<file path="config.mk">
export PLATFORM = sky130hd
export DESIGN_NAME = pixel_frame_asm
export DESIGN_NICKNAME = d
export VERILOG_FILES = /design/src/rtl/pfa_pkg.sv /design/src/rtl/pfa_sample_acc.sv /design/src/rtl/pfa_frame_wr.sv /design/src/rtl/pfa_frame_mem.sv /design/src/rtl/pixel_frame_asm.sv
export SDC_FILE = /design/constraint.sdc
export NUM_CORES = 1
export LEC_CHECK = 0
export BUFFER_PORTS_ARGS = -buffer_cell sky130_fd_sc_hd__buf_2
export CORE_MARGIN = 5
export CORE_UTILIZATION = 40
export CTS_CLUSTER_DIAMETER = 50
export DETAILED_ROUTE_END_ITERATION = 7
export REMOVE_ABC_BUFFERS = 1
export SKIP_CTS_REPAIR_TIMING = 1
export SYNTH_ARGS = -nofsm -noshare
export SYNTH_HDL_FRONTEND = slang
export SYNTH_SLANG_ARGS = --single-unit
</file>
<file path="constraint.sdc">
create_clock -name clk_i -period 3.7 [get_ports clk_i]
set_input_delay 0.37 -clock clk_i [delete_from_list [all_inputs] [get_ports clk_i]]
set_output_delay 0.37 -clock clk_i [all_outputs]
set_load 0.01 [all_outputs]
</file>
<file path="src/rtl/pfa_pkg.sv">
package pfa_pkg;
  localparam int SMP_W = 2;
  localparam int PIX_W = 2;
endpackage

</file>
<file path="src/rtl/pfa_sample_acc.sv">
module pfa_sample_acc
  import pfa_pkg::*;
#(
  parameter int SPP  = 8,
  parameter int SKIP = 4
) (
  input  logic             clk_i,
  input  logic             rst_ni,
  input  logic             smp_valid_i,
  input  logic [SMP_W-1:0] smp_data_i,
  input  logic             dig_path_i,
  input  logic             pix_end_i,
  input  logic             frame_start_i,
  output logic             commit_o,
  output logic [PIX_W-1:0] val_o,
  output logic             short_o
);
  localparam int KEEP  = SPP - SKIP;
  localparam int CNT_W = $clog2(SPP + 1);
  localparam int SUM_W = $clog2(KEEP * ((1 << SMP_W) - 1) + 1) + 1;
  localparam int SH    = $clog2(KEEP);

  logic [CNT_W-1:0] cnt_q, cnt_d;
  logic [SUM_W-1:0] sum_q, sum_d, rnd;
  logic [SMP_W-1:0] smp;
  logic             keep_now;

  assign smp      = dig_path_i ? SMP_W'(smp_data_i[0]) : smp_data_i;
  assign keep_now = smp_valid_i && (cnt_q >= CNT_W'(SKIP)) && (cnt_q < CNT_W'(SPP));
  assign sum_d    = sum_q + (keep_now ? SUM_W'(smp) : '0);
  assign cnt_d    = cnt_q + CNT_W'(smp_valid_i && (cnt_q < CNT_W'(SPP)));
  assign rnd      = sum_d + SUM_W'(KEEP / 2);

  assign commit_o = pix_end_i && !frame_start_i;
  assign val_o    = PIX_W'(rnd >> SH);
  assign short_o  = cnt_d < CNT_W'(SPP);

  always_ff @(posedge clk_i or negedge rst_ni) begin
    if (!rst_ni) begin
      cnt_q <= '0;
      sum_q <= '0;
    end else if (frame_start_i || pix_end_i) begin
      cnt_q <= '0;
      sum_q <= '0;
    end else begin
      cnt_q <= cnt_d;
      sum_q <= sum_d;
    end
  end

  // counter saturates at one full pixel
  p_cnt_sat_r4: assert property (@(posedge clk_i) disable iff (!rst_ni)
    cnt_q <= CNT_W'(SPP));
  // nothing accumulated while still in the settling window
  p_skip_empty_r1: assert property (@(posedge clk_i) disable iff (!rst_ni)
    (cnt_q <= CNT_W'(SKIP)) |-> (sum_q == '0));
  p_sum_bound_r2: assert property (@(posedge clk_i) disable iff (!rst_ni)
    sum_q <= SUM_W'(KEEP * ((1 << SMP_W) - 1)));
  p_restart_r9: assert property (@(posedge clk_i) disable iff (!rst_ni)
    (frame_start_i || pix_end_i) |=> (cnt_q == '0));
endmodule

</file>
<file path="src/rtl/pfa_frame_wr.sv">
module pfa_frame_wr #(
  parameter int ROWS = 8,
  parameter int COLS = 8,
  localparam int ROW_W = $clog2(ROWS),
  localparam int COL_W = $clog2(COLS)
) (
  input  logic                   clk_i,
  input  logic                   rst_ni,
  input  logic                   commit_i,
  input  logic                   col_rev_i,
  input  logic                   frame_start_i,
  output logic                   we_o,
  output logic [ROW_W+COL_W-1:0] waddr_o,
  output logic                   frame_valid_o
);
  logic [ROW_W-1:0] row_q;
  logic [COL_W-1:0] col_q, col_w;
  logic             fv_q, last_col, last_pix;

  assign last_col = col_q == COL_W'(COLS - 1);
  assign last_pix = last_col && (row_q == ROW_W'(ROWS - 1));
  assign col_w    = col_rev_i ? (COL_W'(COLS - 1) - col_q) : col_q;

  assign we_o          = commit_i && !fv_q;
  assign waddr_o       = {row_q, col_w};
  assign frame_valid_o = fv_q;

  always_ff @(posedge clk_i or negedge rst_ni) begin
    if (!rst_ni) begin
      row_q <= '0;
      col_q <= '0;
      fv_q  <= 1'b0;
    end else if (frame_start_i) begin
      row_q <= '0;
      col_q <= '0;
      fv_q  <= 1'b0;
    end else if (we_o) begin
      col_q <= last_col ? '0 : col_q + 1'b1;
      if (last_col) row_q <= last_pix ? '0 : row_q + 1'b1;
      if (last_pix) fv_q <= 1'b1;
    end
  end

  p_fv_clear_r9: assert property (@(posedge clk_i) disable iff (!rst_ni)
    frame_start_i |=> !frame_valid_o);
  p_fv_hold_r8: assert property (@(posedge clk_i) disable iff (!rst_ni)
    (frame_valid_o && !frame_start_i) |=> frame_valid_o);
  // complete frame leaves the position wrapped to the origin
  p_fv_origin_r6: assert property (@(posedge clk_i) disable iff (!rst_ni)
    frame_valid_o |-> (row_q == '0 && col_q == '0));
  p_pos_frozen_r8: assert property (@(posedge clk_i) disable iff (!rst_ni)
    (frame_valid_o && !frame_start_i) |=> $stable(waddr_o) || $changed(col_rev_i));
endmodule

</file>
<file path="src/rtl/pfa_frame_mem.sv">
module pfa_frame_mem #(
  parameter int DEPTH = 64,
  parameter int DW    = 2,
  localparam int AW   = $clog2(DEPTH)
) (
  input  logic          clk_i,
  input  logic          rst_ni,
  input  logic          we_i,
  input  logic [AW-1:0] waddr_i,
  input  logic [DW-1:0] wdata_i,
  input  logic [AW-1:0] raddr_i,
  output logic [DW-1:0] rdata_o
);
  logic [DW-1:0] mem_q [DEPTH];

  always_ff @(posedge clk_i or negedge rst_ni) begin
    if (!rst_ni) begin
      for (int i = 0; i < DEPTH; i++) mem_q[i] <= '0;
    end else if (we_i) begin
      mem_q[waddr_i] <= wdata_i;
    end
  end

  always_ff @(posedge clk_i or negedge rst_ni) begin
    if (!rst_ni) rdata_o <= '0;
    else         rdata_o <= mem_q[raddr_i];
  end
endmodule

</file>
<file path="src/rtl/pixel_frame_asm.sv">
module pixel_frame_asm
  import pfa_pkg::*;
#(
  parameter int ROWS = 8,
  parameter int COLS = 8,
  parameter int SPP  = 8,
  parameter int SKIP = 4,
  localparam int AW  = $clog2(ROWS * COLS)
) (
  input  logic             clk_i,
  input  logic             rst_ni,
  input  logic             smp_valid_i,
  input  logic [SMP_W-1:0] smp_data_i,
  input  logic             dig_path_i,
  input  logic             col_rev_i,
  input  logic             pix_end_i,
  input  logic             frame_start_i,
  input  logic [AW-1:0]    rd_addr_i,
  output logic [PIX_W-1:0] rd_data_o,
  output logic             frame_valid_o,
  output logic             short_pix_o
);
  logic             commit, short_c, we;
  logic [PIX_W-1:0] val;
  logic [AW-1:0]    waddr;
  logic             short_q;

  pfa_sample_acc #(.SPP(SPP), .SKIP(SKIP)) u_acc (
    .clk_i, .rst_ni, .smp_valid_i, .smp_data_i, .dig_path_i, .pix_end_i,
    .frame_start_i, .commit_o(commit), .val_o(val), .short_o(short_c)
  );

  pfa_frame_wr #(.ROWS(ROWS), .COLS(COLS)) u_wr (
    .clk_i, .rst_ni, .commit_i(commit), .col_rev_i, .frame_start_i,
    .we_o(we), .waddr_o(waddr), .frame_valid_o
  );

  pfa_frame_mem #(.DEPTH(ROWS * COLS), .DW(PIX_W)) u_mem (
    .clk_i, .rst_ni, .we_i(we), .waddr_i(waddr), .wdata_i(val),
    .raddr_i(rd_addr_i), .rdata_o(rd_data_o)
  );

  always_ff @(posedge clk_i or negedge rst_ni) begin
    if (!rst_ni) short_q <= 1'b0;
    else         short_q <= commit && short_c;
  end
  assign short_pix_o = short_q;

  p_short_src_r5: assert property (@(posedge clk_i) disable iff (!rst_ni)
    short_pix_o |-> $past(pix_end_i && !frame_start_i));
endmodule

</file>
### Yosys cells after proc, flatten, opt, wreduce, memory -nomap -nowiden

Cells that the tools add are included.

| word-level totals | value |
|---|---|
| flip-flop bits (word level) | 147 |
| input port bits | 15 |
| output and inout bits | 4 |
| logic and storage cells | 124 |

| operators by class | value |
|---|---|
| add/sub/neg operators | 6 |
| $lt $le $gt $ge | 6 |
| equal/unequal tests | 2 |
| mux-type cells | 21 |
| bitwise gates (word level) | 2 |
| reductions and logical operators | 16 |

Operator list:

| kind | number |
|---|---|
| $bwmux 128 | 1 |
| $mux 3 | 8 |
| $ge 7x7->1 const B | 2 |
| $not 6->7 | 2 |
| $bmux 2 s6 | 1 |
| $demux 2 s6 | 1 |
| $mux 2 | 5 |
| $logic_and 1x1->1 | 8 |
| $lt 4x4->1 const B | 2 |
| $lt 7x1->1 const B | 1 |
| $add 3x1->3 const B | 2 |
| $eq 3x3->1 const B | 2 |
| $reduce_bool 2->1 | 3 |
| $add 5x2->5 | 1 |
| $mux 5 | 1 |
| $add 4x1->4 | 1 |
| $add 4x2->4 const B | 1 |
| $ge 4x3->1 const B | 1 |
| $mux 4 | 1 |
| $reduce_and 2->1 | 2 |
| $mux 1 | 3 |
| $sub 3x3->3 const A | 1 |
| $logic_not 1->1 | 2 |
| $logic_or 1x1->1 | 1 |

### Longest topological paths before layout

| logic depth | value |
|---|---|
| word-level depth | 8 |
| gate-level depth with buffers | 10 |
| mapped depth without buffers | 9 |

### Modules after synthesis

A second synthesis with hierarchy kept.

| unflattened totals | value |
|---|---|
| cells, all modules | 571 |
| area, all modules | 7283.2 µm² |

Modules (own cells, without submodules):

| module | times used | cells each | area each (µm²) | sequential area each (µm²) |
|---|---|---|---|---|
| pfa_frame_mem | 1 | 497 | 6413.7 | 3253.1 |
| pfa_sample_acc | 1 | 37 | 440.4 | 200.2 |
| pfa_frame_wr | 1 | 35 | 397.9 | 175.2 |
| pixel_frame_asm | 1 | 2 | 31.3 | 25.0 |

### Worst setup path before layout

Ideal clock, no wire load.

| path | value |
|---|---|
| kind | input port to flip-flop |
| start | input smp_valid_i |
| end | register u_mem.mem_q[93] in the netlist's numbering |
| setup time | 0.127 ns |
| arrival | 2.533 ns |
| required time | 3.573 ns |
| slack | 1.039 ns |
| stages on the path | 10 |
| path buffers | 1 |
| cell sequence | nor2b_1 -> and3_1 -> ha_1 -> inv_1 -> fa_1 -> xnor2_1 -> ha_1 -> xor3_1 -> clkbuf_1 -> mux2_1 |

| between the ends | value |
|---|---|
| word-level cells in the longest chain between the ends | 6 |

RTL lines:

| what | line | RTL |
|---|---|---|
| start, declared | pixel_frame_asm.sv:12 | `input logic smp_valid_i,` |
| $logic_and 1x1->1 (2 in a row) | pfa_sample_acc.sv:29 | `assign keep_now = smp_valid_i && (cnt_q >= CNT_W'(SKIP)) && (cnt_q < CNT_W'(SPP));` |
| $mux 2 | pfa_sample_acc.sv:30 | `assign sum_d = sum_q + (keep_now ? SUM_W'(smp) : '0);` |
| $add 5x2->5 | pfa_sample_acc.sv:30 |  |
| $add 4x2->4 | pfa_sample_acc.sv:32 | `assign rnd = sum_d + SUM_W'(KEEP / 2);` |
| $bwmux 128 | pfa_frame_mem.sv:20 | `mem_q[waddr_i] <= wdata_i;` |
| end signal, assigned by index | pfa_frame_mem.sv:20 |  |
| end, declared | pfa_frame_mem.sv:14 | `logic [DW-1:0] mem_q [DEPTH];` |

Every way passes these cells.
A chain may end at the register's enable or synchronous reset.

### Worst setup path in the final report

| path | value |
|---|---|
| start | register u_acc.cnt_q[3] |
| end | register u_mem.mem_q[81] in the netlist's numbering |

| between the ends | value |
|---|---|
| word-level cells in the longest chain between the ends | 7 |
| elaborated cells on any way between the ends | 8 |
| classes of those cells | 2 x add/sub; 2 x order compare; 2 x mux; 2 x reduce/logical |

RTL lines:

| what | line | RTL |
|---|---|---|
| start, declared | pfa_sample_acc.sv:23 | `logic [CNT_W-1:0] cnt_q, cnt_d;` |
| start signal, assigned | pfa_sample_acc.sv:46 | `cnt_q <= cnt_d;` |
| $ge 4x3->1 | pfa_sample_acc.sv:29 |  |
| $logic_and 1x1->1 | pfa_sample_acc.sv:29 |  |
| $logic_and 1x1->1 (*) | pfa_sample_acc.sv:29 |  |
| $mux 2 (*) | pfa_sample_acc.sv:30 |  |
| $add 5x2->5 (*) | pfa_sample_acc.sv:30 |  |
| $add 4x2->4 (*) | pfa_sample_acc.sv:32 |  |
| $bwmux 128 (*) | pfa_frame_mem.sv:20 |  |

Every way passes the cells marked *; elsewhere a longest branch is shown, timed or not.

==> summary.md <==
| Metric | Value |
|---|---|
| Area growth, synth to finish | `14.24%` |
| Top Ports | `19` |
| Total gr overflow | `0` |
| Pwr/cell area | `446.7 nW/um^2` |
| Fillers | `1539` |
| Post-Syn Instances | `529` |
| TritonCTS clock tree | `yes` |
| Max Clock Freq | `356.2 MHz` |
| EDFF count, synth | `0` |
| DR pass1 iterations | `4` |
| Worst skew pair latency | `0.43 ns` |
| Vias | `4300` |
| Total Power | `3.633 mW` |
| Crit path DAT | `3.12 ns` |
| DR DRC count | `0` |
| Run status | `complete, no violations` |
| GRT Total Usage | `0.1635` |
| Setup violators final | `0` |
| Root Buffer | `clkbuf_16` |
| Leakage | `3.785 nW` |
| Die area | `20560 um^2` |
| Worst slew margin | `0.3007` |
| R2r endpoint | `u_mem.mem_q[81]` |
| TritonCTS buffer count | `17` |
| Final-stage net count | `577` |
| Setup CP Type | `reg -> reg` |
| CTS sink cnt | `146` |
| Unrepaired setup endpoints after global routing | `false` |
| Top_reg_cell synth | `dfrtp_1` |
| Layout Skew | `0.008646 ns` |
| Cell Rows | `48` |
| CP Capture Type | `flop` |
| Max Slew Vio Count | `0` |
| Initial Utilization | `0.4101` |
| Syn avg cell area | `13.46 um^2` |
| Gp weighted congestion | `0.8196` |
| Layout cell share with drive strength beyond 1 | `0.3989` |
| Fin. Hold Viols | `0` |
| Starting DRC count in detailed routing | `284` |
| Die Height | `143.4 um` |
| Antenna-violating nets left | `0` |
| Initial antenna violation count | `0` |
| HP Class | `in -> async` |
| Worst Setup SP | `u_acc.cnt_q[3]` |
| Clk buf depth | `2` |
| R2R depth | `10` |
| Reg2Reg Setup Slack | `0.89 ns` |
| Seq/Total Area, Yosys | `0.5133` |
| Worst setup SP type | `flop` |
| #FFs+latches synth | `146` |
| Vias in the first global route | `4714` |
| Synth Warn # | `0` |
| H-tree levels | `4` |
| Worst-margin pin slew | `1.049 ns` |
| Clock transition at path regs | `0.06 ns` |
| Wire per inst | `19.52 um` |
| Horiz. Die Dim | `143.4 um` |
| Core Box Area | `17360 um^2` |
| Global-route wire length before repair | `25440 um` |
| Min cycle time layout | `2.808 ns` |
| Worst IR drop on VDD | `0.3414 mV` |
| Crit path max fanout | `64` |
| Max_cap viols | `0` |
| Critical path required time | `4.01 ns` |
| Setup crit end | `u_mem.mem_q[81]` |
| Number of diodes | `0` |
| Mapped cell area | `7118 um^2` |
| Netlist cell types | `46` |
| Worst r2r src | `u_acc.cnt_q[3]` |
| DR vias/cell | `5.450` |
| IO buf count | `18` |
| DRT Wirelength | `15400 um` |
| Final HPWL DP | `10170 um` |
| Tcrit/Tclk final | `0.7589` |
| Pin count of the biggest net entering global routing | `96` |
| Setup TNS | `0 ns` |
| Ys async rst share | `1.000` |
-- cell usage in the layout (no fill, tap or decap), types with 2 or more instances in the layout --
cell and count:
o22ai_1 11, mux4_2 30, dfrtp_1 146, a211oi_1 2, inv_1 4, nand4b_1 3
a22oi_1 6, nor2_2 2, nand3_1 3, nand3b_1 5, o311ai_0 2, a32o_1 2
ha_1 9, clkbuf_8 3, clkbuf_16 17, xnor2_1 3, mux2_2 126, buf_2 17
buf_12 2, mux2_1 4, clkinv_2 4, and2_1 13, nand2_1 55, nor2b_1 9
bufinv_16 4, buf_4 10, a21oi_1 3, or2_2 3, o21ai_0 3, a2111oi_0 2
mux2i_1 6, nor3_1 6, nand2b_1 13, nor2_1 16
-- worst max-delay path: stages, from the launching register on --
cell and delay (ns):
dfrtp_1 0.38, nor2b_1 0.18, and3_1 0.18, ha_1 0.16, inv_1 0.05, fa_1 0.37
xnor2_1 0.16, ha_1 0.22, xor3_2 0.41, buf_12 0.20, mux2_1 0.32
-- cell type report --
cell class,instances,area (um^2),area share
multi-input combinational,352,3339,0.4107
tap,225,281.5,0.03462
inverter,5,18.77,0.002308
sequential,146,3654,0.4493
clock buffer,21,470.5,0.05786
clock inverter,10,156.4,0.01923
timing repair buffer,30,211.5,0.02600
-- sequential cells by signal (all words and copies together), names as in the netlist --
register / count
u_wr.frame_valid_o: 1
u_mem.rdata_o: 2
u_acc.cnt_q: 4
short_pix_o: 1
u_wr.row_q: 3
u_acc.sum_q: 4
u_wr.col_q: 3
u_mem.mem_q: 128
-- per-stage QoR --
step	utilization	cell area [um^2]	worst slack, ns	cells	hold WS (ns)
final	0.4685	8132	0.8922	789	0.02757
after global routing	0.4685	8132	0.7394	789	0.1122
after CTS	0.4685	8132	0.9007	789	0.07199
after detailed placement	0.4324	7505	0.8287	758	0.4802
after global placement	0.4324	7505	0.9081	758	0.4736
after floorplan	-	7010	0.6029	503	0.07441
-- cells by family (layout without fill, tap and decap cells) --
| logic type | count (synthesis) | after routing | synth area share |
|---|---|---|---|
| adder cells (fa/ha/maj) | 10 | 10 | 0.01863 |
| AND/OR/NAND/NOR | 137 | 137 | 0.09985 |
| flip-flops | 146 | 146 | 0.5133 |
| multiplexers | 166 | 166 | 0.3090 |
| buffers and inverters | 31 | 66 | 0.01775 |
| XOR/XNOR | 5 | 5 | 0.008262 |
| AO/OA/AOI/OAI | 34 | 34 | 0.03322 |
-- how the worst min path moves through the flow --
| stage | startpoint | cells after the start | to |
|---|---|---|---|
| floorplan | rst_ni | 0 | short_pix_o |
| global placement | u_mem.mem_q[81] | 1 | u_mem.mem_q[81] |
| detailed placement | u_mem.mem_q[86] | 1 | u_mem.mem_q[86] |
| CTS | rst_ni | 1 | u_mem.mem_q[0] |
| global route | rst_ni | 1 | u_mem.mem_q[44] |
| finish | rst_ni | 1 | u_mem.mem_q[44] |
-- where the power goes --
part	switching, mW	internal [mW]	total [mW]
Clock	0.649	1.17	1.82
Combinational	0.118	0.0663	0.184
Sequential	0.0104	1.62	1.63
-- cells in the mapped netlist (8+ instances only) --
cell type	instances	area (um^2)
nor2_1	16	60.06
o22ai_1	11	68.82
mux2_2	126	1419
buf_2	8	40.04
nor2b_1	9	56.30
clkbuf_1	17	63.81
and2_1	13	81.33
ha_1	9	112.6
dfrtp_1	146	3654
nand2_1	55	206.5
mux4_2	30	675.7
nand2b_1	13	81.33
-- per-layer routing --
layer	routed length, um	global-route usage
met5	0	0
met4	253	0.05600
met3	887	0.04260
met2	7228	0.2533
met1	7031	0.2248
(Power assumes the default switching activity.)
